===== config.mk =====
export PLATFORM = sky130hd
export DESIGN_NAME = dmairq_top
export DESIGN_NICKNAME = d
export VERILOG_FILES = /design/src/rtl/dmairq_pkg.sv /design/src/rtl/dmairq_class_bank.sv /design/src/rtl/dmairq_chan_fsm.sv /design/src/rtl/dmairq_lowest.sv /design/src/rtl/dmairq_top.sv
export SDC_FILE = /design/constraint.sdc
export NUM_CORES = 1
export LEC_CHECK = 0
export BUFFER_PORTS_ARGS = -buffer_cell sky130_fd_sc_hd__buf_2
export CORE_MARGIN = 3
export CORE_UTILIZATION = 55
export CTS_CLUSTER_SIZE = 25
export DETAILED_ROUTE_END_ITERATION = 7
export PLACE_DENSITY = 0.86
export SLEW_MARGIN = 25
export SYNTH_ARGS = -nofsm -noshare
export SYNTH_HDL_FRONTEND = slang
export SYNTH_SLANG_ARGS = --single-unit

===== constraint.sdc =====
create_clock -name clk -period 3.3 [get_ports clk]
set_clock_uncertainty 0.05 [all_clocks]
set_input_delay 0.165 -clock clk [delete_from_list [all_inputs] [get_ports clk]]
set_output_delay 0.165 -clock clk [all_outputs]
set_load 0.05 [all_outputs]

===== src/rtl/dmairq_pkg.sv =====
package dmairq_pkg;

    // event classes; the value is the service priority (lower first)
    typedef enum logic [1:0] {
        CLS_BLK  = 2'd0,
        CLS_TFR  = 2'd1,
        CLS_ERR  = 2'd2,
        CLS_NONE = 2'd3
    } cls_e;

    localparam int NCLS = 3;

    // per-channel activity states
    typedef enum logic {
        CH_IDLE   = 1'b0,
        CH_ACTIVE = 1'b1
    } ch_state_e;

    // register word addresses; class c sits at base + c
    localparam int A_RAW0  = 0;
    localparam int A_MASK0 = 3;
    localparam int A_STAT0 = 6;
    localparam int A_CLR0  = 9;
    localparam int A_SUM   = 12;
    localparam int A_ACT   = 13;

endpackage


===== src/rtl/dmairq_class_bank.sv =====
module dmairq_class_bank #(
    parameter int NCH = 8
) (
    input  logic           clk,
    input  logic           rst_n,
    input  logic [NCH-1:0] evt,
    input  logic [NCH-1:0] clr,
    input  logic           mask_we,
    input  logic [NCH-1:0] mask_wd,
    output logic [NCH-1:0] raw,
    output logic [NCH-1:0] mask,
    output logic [NCH-1:0] stat
);

    // sticky flags: a new event wins over a clear of the same bit
    always_ff @(posedge clk or negedge rst_n) begin
        if (!rst_n) begin
            raw <= '0;
        end else begin
            raw <= (raw & ~clr) | evt;
        end
    end

    always_ff @(posedge clk or negedge rst_n) begin
        if (!rst_n) begin
            mask <= '0;
        end else if (mask_we) begin
            mask <= mask_wd;
        end
    end

    assign stat = raw & mask;

    p_set_r1: assert property (@(posedge clk) disable iff (!rst_n)
        (|evt) |=> ((raw & $past(evt)) == $past(evt)));

    p_w1c_r2: assert property (@(posedge clk) disable iff (!rst_n)
        (|(clr & ~evt)) |=> ((raw & $past(clr & ~evt)) == '0));

    p_keep_r2: assert property (@(posedge clk) disable iff (!rst_n)
        (|raw) |=> ((($past(raw) & ~$past(clr)) & ~raw) == '0));

    p_race_r3: assert property (@(posedge clk) disable iff (!rst_n)
        (|(clr & evt)) |=> ((raw & $past(clr & evt)) == $past(clr & evt)));

    p_mask_hold_r4: assert property (@(posedge clk) disable iff (!rst_n)
        !mask_we |=> $stable(mask));

endmodule


===== src/rtl/dmairq_chan_fsm.sv =====
module dmairq_chan_fsm
    import dmairq_pkg::*;
#(
    parameter int NCH = 8
) (
    input  logic           clk,
    input  logic           rst_n,
    input  logic [NCH-1:0] start,
    input  logic [NCH-1:0] done,
    output logic [NCH-1:0] active
);

    for (genvar i = 0; i < NCH; i++) begin : g_ch
        ch_state_e st, st_nx;
        logic      act;

        always_ff @(posedge clk or negedge rst_n) begin
            if (!rst_n) begin
                st <= CH_IDLE;
            end else begin
                st <= st_nx;
            end
        end

        always_comb begin
            st_nx = st;
            unique case (st)
                CH_IDLE:   if (start[i] && !done[i]) st_nx = CH_ACTIVE; // START
                CH_ACTIVE: if (done[i])              st_nx = CH_IDLE;   // FINISH
            endcase
        end

        always_comb begin
            act = (st == CH_ACTIVE);
        end

        assign active[i] = act;

        p_finish_r9: assert property (@(posedge clk) disable iff (!rst_n)
            done[i] |=> !active[i]);

        p_start_r9: assert property (@(posedge clk) disable iff (!rst_n)
            (start[i] && !done[i]) |=> active[i]);
    end

endmodule


===== src/rtl/dmairq_lowest.sv =====
module dmairq_lowest #(
    parameter int NCH = 8,
    parameter int CW  = 3
) (
    input  logic [NCH-1:0] vec,
    output logic           found,
    output logic [CW-1:0]  idx
);

    // scan from the top so the lowest set bit is written last
    always_comb begin
        found = 1'b0;
        idx   = '0;
        for (int i = NCH - 1; i >= 0; i--) begin
            if (vec[i]) begin
                found = 1'b1;
                idx   = CW'(i);
            end
        end
    end

endmodule


===== src/rtl/dmairq_top.sv =====
module dmairq_top
    import dmairq_pkg::*;
#(
    parameter int NCH = 8,
    parameter int AW  = 4,
    parameter int DW  = 32,
    localparam int CW = (NCH > 1) ? $clog2(NCH) : 1
) (
    input  logic           clk,
    input  logic           rst_n,
    input  logic [NCH-1:0] ev_blk,
    input  logic [NCH-1:0] ev_tfr,
    input  logic [NCH-1:0] ev_err,
    input  logic [NCH-1:0] ch_start,
    input  logic           reg_we,
    input  logic [AW-1:0]  reg_addr,
    input  logic [DW-1:0]  reg_wdata,
    output logic [DW-1:0]  reg_rdata,
    output logic           irq,
    output logic           nxt_vld,
    output logic [CW-1:0]  nxt_ch,
    output logic [1:0]     nxt_cls,
    output logic [NCH-1:0] ch_active
);

    logic [NCLS-1:0][NCH-1:0] evt_all, clr_all, raw_all, mask_all, stat_all;
    logic [NCLS-1:0]          mask_we_all, cls_any;
    logic [NCLS-1:0][CW-1:0]  pk_idx;
    cls_e                     sel_cls;
    logic [CW-1:0]            sel_idx;

    assign evt_all[0] = ev_blk;
    assign evt_all[1] = ev_tfr;
    assign evt_all[2] = ev_err;

    for (genvar c = 0; c < NCLS; c++) begin : g_cls
        assign clr_all[c]     = (reg_we && reg_addr == AW'(A_CLR0 + c)) ? reg_wdata[NCH-1:0] : '0;
        assign mask_we_all[c] = reg_we && (reg_addr == AW'(A_MASK0 + c));

        dmairq_class_bank #(.NCH(NCH)) u_bank (
            .clk     (clk),
            .rst_n   (rst_n),
            .evt     (evt_all[c]),
            .clr     (clr_all[c]),
            .mask_we (mask_we_all[c]),
            .mask_wd (reg_wdata[NCH-1:0]),
            .raw     (raw_all[c]),
            .mask    (mask_all[c]),
            .stat    (stat_all[c])
        );

        dmairq_lowest #(.NCH(NCH), .CW(CW)) u_pick (
            .vec   (stat_all[c]),
            .found (cls_any[c]),
            .idx   (pk_idx[c])
        );
    end

    dmairq_chan_fsm #(.NCH(NCH)) u_fsm (
        .clk    (clk),
        .rst_n  (rst_n),
        .start  (ch_start),
        .done   (ev_tfr),
        .active (ch_active)
    );

    // class priority: block, then transfer, then error
    always_comb begin
        sel_cls = CLS_NONE;
        sel_idx = '0;
        if (cls_any[0]) begin
            sel_cls = CLS_BLK;
            sel_idx = pk_idx[0];
        end else if (cls_any[1]) begin
            sel_cls = CLS_TFR;
            sel_idx = pk_idx[1];
        end else if (cls_any[2]) begin
            sel_cls = CLS_ERR;
            sel_idx = pk_idx[2];
        end
    end

    assign nxt_vld = (sel_cls != CLS_NONE);
    assign nxt_ch  = sel_idx;
    assign nxt_cls = sel_cls;

    always_ff @(posedge clk or negedge rst_n) begin
        if (!rst_n) begin
            irq <= 1'b0;
        end else begin
            irq <= |cls_any;
        end
    end

    always_comb begin
        reg_rdata = '0;
        for (int c = 0; c < NCLS; c++) begin
            if (reg_addr == AW'(A_RAW0 + c))  reg_rdata[NCH-1:0] = raw_all[c];
            if (reg_addr == AW'(A_MASK0 + c)) reg_rdata[NCH-1:0] = mask_all[c];
            if (reg_addr == AW'(A_STAT0 + c)) reg_rdata[NCH-1:0] = stat_all[c];
        end
        if (reg_addr == AW'(A_SUM)) reg_rdata[NCLS-1:0] = cls_any;
        if (reg_addr == AW'(A_ACT)) reg_rdata[NCH-1:0]  = ch_active;
    end

    p_irq_rise_r6: assert property (@(posedge clk) disable iff (!rst_n)
        (|stat_all) |=> irq);

    p_irq_fall_r6: assert property (@(posedge clk) disable iff (!rst_n)
        !(|stat_all) |=> !irq);

    p_vld_r8: assert property (@(posedge clk) disable iff (!rst_n)
        nxt_vld == (|stat_all));

    p_order_r8: assert property (@(posedge clk) disable iff (!rst_n)
        (nxt_vld && nxt_cls != 2'd0) |-> (stat_all[0] == '0));

    p_lowest_r7: assert property (@(posedge clk) disable iff (!rst_n)
        (nxt_vld && nxt_cls == 2'd0) |->
            (stat_all[0][nxt_ch] && ((stat_all[0] & ((NCH'(1) << nxt_ch) - NCH'(1))) == '0)));

endmodule


# --- Yosys cells after proc, flatten, opt, wreduce, memory -nomap -nowiden ---
# Cells that the tools add are included.
classes:
  addsub: 0
  multipliers: 0
  div: 0
  n_lt_le_gt_ge: 0
  n_eq_ne: 14
  n_shift: 0
  muxes: 92
  n_bitwise: 20
  reduce_logical: 24
op_table:
  columns: ["op", "n"]
  rows:
  - ["8-bit 2-to-1 mux", 13]
  - ["3-bit 2-to-1 mux", 28]
  - ["8-bit AND", 6]
  - ["1-bit 2-to-1 mux", 41]
  - ["4-bit == test, second input constant", 6]
  - ["8-bit NOT", 3]
  - ["8-bit OR", 3]
  - ["4-bit by 3-bit == test with 1-bit output, second input constant", 4]
  - ["1-bit one-hot mux with 2 select lines", 8]
  - ["1-bit logical AND", 14]
  - ["4-bit by 2-bit == test with 1-bit output, second input constant", 2]
  - ["1-bit logical NOT", 8]
  - ["1-bit NOT", 8]
  - ["4-bit by 1-bit == test with 1-bit output, second input constant", 1]
  - ["4-bit logical NOT", 1]
  - ["2-bit 2-to-1 mux", 2]
  - ["3-bit OR reduction", 1]
  - ["2-bit inequality test, second input constant", 1]
totals:
  reg_bits: 57
  latch_bits: 0
  ramBits: 0
  rom_bits: 0
  in_bits: 71
  output_inout_bits: 47
  elab_cells: 165
  n_memories: 0

# --- Logic depth before layout (Yosys ltp) ---
depth:
  depth_word: 13
  mapped_depth: 8
  ltp_nobuf: 5

# --- By module ---
# From an unflattened synthesis, not the netlist that was laid out.
hier_totals:
  cells_unflattened: 446
  area_unflattened_um2: 4155.2
by_module_without_submodules:
  columns: ["mod", "instances", "cells_each", "area_per_inst_um2", "seq_area_each_um2"]
  rows:
  - ["dmairq_class_bank", 3, 49, 671.9, 400.4]
  - ["dmairq_top", 1, 236, 1559.0, 25.0]
  - ["dmairq_chan_fsm", 1, 24, 340.3, 200.2]
  - ["dmairq_lowest", 3, 13, 80.1, 0.0]

# --- Worst setup path before layout ---
# OpenSTA, ideal clock, no wires.
synth_path:
  path_kind: "in2out"
  startpoint: "input reg_addr[1]"
  endpoint: "output reg_rdata[6]"
  t_arrival_ns: 2.565
  required_time_ns: 3.085
  slack_ns: 0.520
  path_stages: 6
  path_buffers: 3
  path_cell_list: "buf_4 > buf_2 > buf_2 > o21ai_0 > a31oi_1 > o41ai_1"
synth_via:
  elab_chain_len: 11
  word_cells_on_any_way: 20
  classes_between: "eq/ne (9); mux (10); reduce/logical (1)"
synth_lines:
  columns: ["item", "line", "text"]
  rows:
  - ["start, declared", "dmairq_top.sv:16", "input logic [AW-1:0] reg_addr,"]
  - ["4-bit logical NOT", "dmairq_top.sv:98", "if (reg_addr == AW'(A_RAW0 + c)) reg_rdata[NCH-1:0] = raw_all[c];"]
  - ["8-bit 2-to-1 mux", "dmairq_top.sv:98", null]
  - ["8-bit 2-to-1 mux", "dmairq_top.sv:99", "if (reg_addr == AW'(A_MASK0 + c)) reg_rdata[NCH-1:0] = mask_all[c];"]
  - ["8-bit 2-to-1 mux", "dmairq_top.sv:100", "if (reg_addr == AW'(A_STAT0 + c)) reg_rdata[NCH-1:0] = stat_all[c];"]
  - ["8-bit 2-to-1 mux", "dmairq_top.sv:98", null]
  - ["8-bit 2-to-1 mux", "dmairq_top.sv:99", null]
  - ["8-bit 2-to-1 mux", "dmairq_top.sv:100", null]
  - ["8-bit 2-to-1 mux", "dmairq_top.sv:98", null]
  - ["8-bit 2-to-1 mux", "dmairq_top.sv:99", null]
  - ["8-bit 2-to-1 mux", "dmairq_top.sv:100", null]
  - ["8-bit 2-to-1 mux *", "dmairq_top.sv:103", "if (reg_addr == AW'(A_ACT)) reg_rdata[NCH-1:0] = ch_active;"]
  - ["end, declared", "dmairq_top.sv:18", "output logic [DW-1:0] reg_rdata,"]
# Mark *: on every way between the ends. The rest lies on a longest branch, timed or not.

# --- Worst setup path after layout ---
layout_path:
  startpoint: "input reg_addr[1]"
  endpoint: "output reg_rdata[1]"
layout_via:
  elab_chain_len: 12
  word_cells_on_any_way: 22
  classes_between: "eq/ne (10); mux (11); reduce/logical (1)"
layout_lines:
  columns: ["item", "line", "text"]
  rows:
  - ["4-bit logical NOT", "dmairq_top.sv:98", null]
  - ["8-bit 2-to-1 mux", "dmairq_top.sv:98", null]
  - ["8-bit 2-to-1 mux", "dmairq_top.sv:99", null]
  - ["8-bit 2-to-1 mux", "dmairq_top.sv:100", null]
  - ["8-bit 2-to-1 mux", "dmairq_top.sv:98", null]
  - ["8-bit 2-to-1 mux", "dmairq_top.sv:99", null]
  - ["8-bit 2-to-1 mux", "dmairq_top.sv:100", null]
  - ["8-bit 2-to-1 mux", "dmairq_top.sv:98", null]
  - ["8-bit 2-to-1 mux", "dmairq_top.sv:99", null]
  - ["8-bit 2-to-1 mux", "dmairq_top.sv:100", null]
  - ["3-bit 2-to-1 mux", "dmairq_top.sv:102", "if (reg_addr == AW'(A_SUM)) reg_rdata[NCLS-1:0] = cls_any;"]
  - ["8-bit 2-to-1 mux *", "dmairq_top.sv:103", null]
# Marked as above.

==> metrics.csv <==
stage,metric,value,unit
status,status,finished clean,
yosys,synth_cell_types,54,
sta,rsz0062_at_grt,no,
grt,grt_max_degree,40,
power,ir_drop,0.000393,V
worst_setup_path,start_kind,input port,
worst_setup_path,path_delay_family,buffers and inverters,
placement,port_buffers,69,
sta,worst_pin_slew,890,ps
clock_tree,ctsHtreeMaxLevel,3,
yosys,synth_area_leader_cell,dfrtp_1,
clock_tree,clkLatencyLatePin,360,ps
sta,max_freq,385,MHz
grt,grt_pass1_wl,17300,um
placement,dp_cells,516,
sta,finalSetupTns,0,ps
power,combPwrFrac,30.7,%
yosys,synth-edff-count,0,
grt,grt_usage,29.9,%
yosys,yosys-top-cells-area,"dfrtp_1, buf_4, mux2_2",
sta,min_period,2600,ps
yosys,ys_seq_elements,57,
yosys,syn-instance-count,393,
clock_tree,clock_path_buffers,2,
floorplanning,core.rowCount,29,
min_path,hp-class,input port to register,
clock_tree,tritoncts,built,
drt,ant_nets,0,
worst_setup_path,worstSetupPathType,input port to output pin,
floorplanning,die_y,87.4,um
drt,first_pass_iters,7,
final_layout,diodes,0,
yosys,synth_area,0.00364,mm^2
sta,hold_violations,0,
clock_tree,numClockSinks,57,
worst_setup_path,cp_num_buf_inv,3,
power,p_seq_share,37.5,%
grt,antenna_found_initial,0,
sta,timing.final.crit_share,78.8,%
drt,drc_errors,0,
floorplanning,start_util,57.0,%
power,power.internal,1.52,mW
final_layout,finalNonFillerCells,564,
worst_setup_path,endpoint_kind,output pin,
drt,vias,3501,
worst_setup_path,slowest_stage,buf_2,
power,p_leak,1.95,nW
sta,slew_headroom,40.4,%
power,power_switching,0.836,mW
yosys,synthArstFlopShare,100,%
worst_setup_path,rrSetupSlack,1560,ps
power,switching_share,35.4,%
grt,grt_pass1_vias,3368,
grt,overflow,0,
final_layout,num-fill-cells,502,
floorplanning,dieArea,0.00763,mm^2
yosys,ys_warn_count,0,
final_layout,utilization,68.9,%
final_layout,syn2layout_area_growth,20.8,%
clock_tree,root_buffer,clkbuf_8,
drt,dr.first_iter.drc_count,504,
worst_setup_path,critPathMaxStageDelay,540,ps
placement,gp_congestion,0.939,
worst_setup_path,critical_path_required,3080,ps
yosys,post-synth-top-count-cell,dfrtp_1,
final_layout,layout-drive-gt1-share,24.2,%
floorplanning,fp.dieW,87.4,um
worst_setup_path,path_max_fanout,36,
flow_run,maxCapViolations,0,
sta,drv_slew,0,
clock_tree,cts_buffers,9,
yosys,synth.avg_cell_area,9.27,um^2
drt,viasPerCell,6.21,
placement,dp_hpwl,7290,um
floorplanning,io_pins,118,
worst_setup_path,crit_chain,buf_2 > inv_1 > nor2_1 > a211oi_1 > o211a_1 > a211oi_1 > buf_2,
power,p_per_area,536,mW/mm^2
yosys,ys_seq_area_share,39.2,%
power,p_clk_share,31.8,%
yosys,synthTopCellsByCount,"dfrtp_1, nand2_1, nor2_1",
worst_setup_path,crit_arrival,2380,ps
final_layout,fin_nets,553,
drt,wl,11000,um
clock_tree,postCtsSetupBuffers,0,
yosys,synth_top_area_share,39.2,%
yosys,synth_top_flop_cell,dfrtp_1,
floorplanning,core,0.00639,mm^2
drt,avgRoutedWirePerCell,19.5,um
clock_tree,path_clk_slew,60,ps
sta,setup_viol,0,
==> metrics by stage <==
| stage | area, um^2 | hold slack, ps | total power, mW | setup WS (ps) |
|---|---|---|---|---|
| after detailed placement | 3860 | 268 | 1.56 | 779 |
| after global routing | 4400 | 13.6 | 2.44 | 588 |
| after floorplan | 3730 | -181 | 1.41 | 520 |
| after global placement | 3860 | 262 | 1.54 | 831 |
| after CTS | 4400 | 19.5 | 2.34 | 766 |
| final | 4400 | 18.3 | 2.36 | 701 |
==> layout make-up <==
class	instances	area [um^2]	area share, %
clock buffer	14	163	3.70
clock inverter	2	60.1	1.36
inverter	4	15.0	0.341
multi-input combinational	307	1960	44.5
sequential	57	1430	32.4
tap	77	96.3	2.19
timing repair buffer	103	681	15.5
==> sequential cells by signal, summed over array words and instances (netlist names) <==
name and flops:
g_cls.u_bank.mask 24, irq 1, u_fsm.g_ch.act 8, g_cls.u_bank.raw 24
==> path summary, 6_finish.rpt <==
path,startpoint,end,depth (start not counted)
max,reg_addr[1],reg_rdata[1],7
min,ch_start[5],u_fsm.g_ch[5].act,3
max reg2reg,g_cls[2].u_bank.raw[6],irq,4
min reg2reg,g_cls[1].u_bank.raw[2],g_cls[1].u_bank.raw[2],1
max in group asynchronous,rst_n,g_cls[0].u_bank.mask[4],3
min in group asynchronous,rst_n,g_cls[0].u_bank.raw[0],2
==> placed cells by master, fill, tap and decap left out, types with 7 or more instances in the layout <==
master         instances
a21oi_1               15
dfrtp_1               57
nor2_1                38
mux2i_1                7
a31oi_1                7
clkbuf_8              11
dlygate4sd3_1         32
conb_1                24
a21o_1                25
a22oi_1               11
nand3_1                7
o21ai_0               15
buf_2                 69
mux2_2                19
mux2_4                 8
nand2_1               55
==> cells by family (layout without fill, tap and decap cells) <==
| group | after synthesis | count (layout) | share of synthesized area (%) |
|---|---|---|---|
| simple gates | 131 | 131 | 16.4 |
| flops | 57 | 57 | 39.2 |
| mux | 35 | 35 | 11.7 |
| compound gates | 117 | 117 | 23.2 |
| other cells | 1 | 24 | 0.103 |
| buf+inv | 52 | 123 | 9.41 |
==> repair_timing <==
item / CTS / global route
hold buffers: 32 / 0
gates resized for setup: 0 / 0
hold endpoints to repair: 70 / 0
==> worst min-delay path, stage by stage <==
cell    delay [ps]
buf_2           80
nor2_1          30
nor2_1         100
==> layer usage <==
metal | vias to the layer above | global-route usage, % | share of wire, %
li1 | 1555 | - | -
met4 | 0 | 13.9 | 3.7
met5 | - | 0 | 0
met1 | 1651 | 38.1 | 38
met3 | 48 | 6.81 | 10
met2 | 247 | 48.1 | 48
==> power groups by stage <==
stage / clock network, mW / registers [mW] / logic [mW]
floorplan: 0 / 0.857 / 0.551
global placement: 0 / 0.885 / 0.658
detailed placement: 0 / 0.890 / 0.674
CTS: 0.749 / 0.881 / 0.711
global route: 0.777 / 0.895 / 0.771
finish: 0.749 / 0.885 / 0.724
Power figures use the tool's default switching activity.
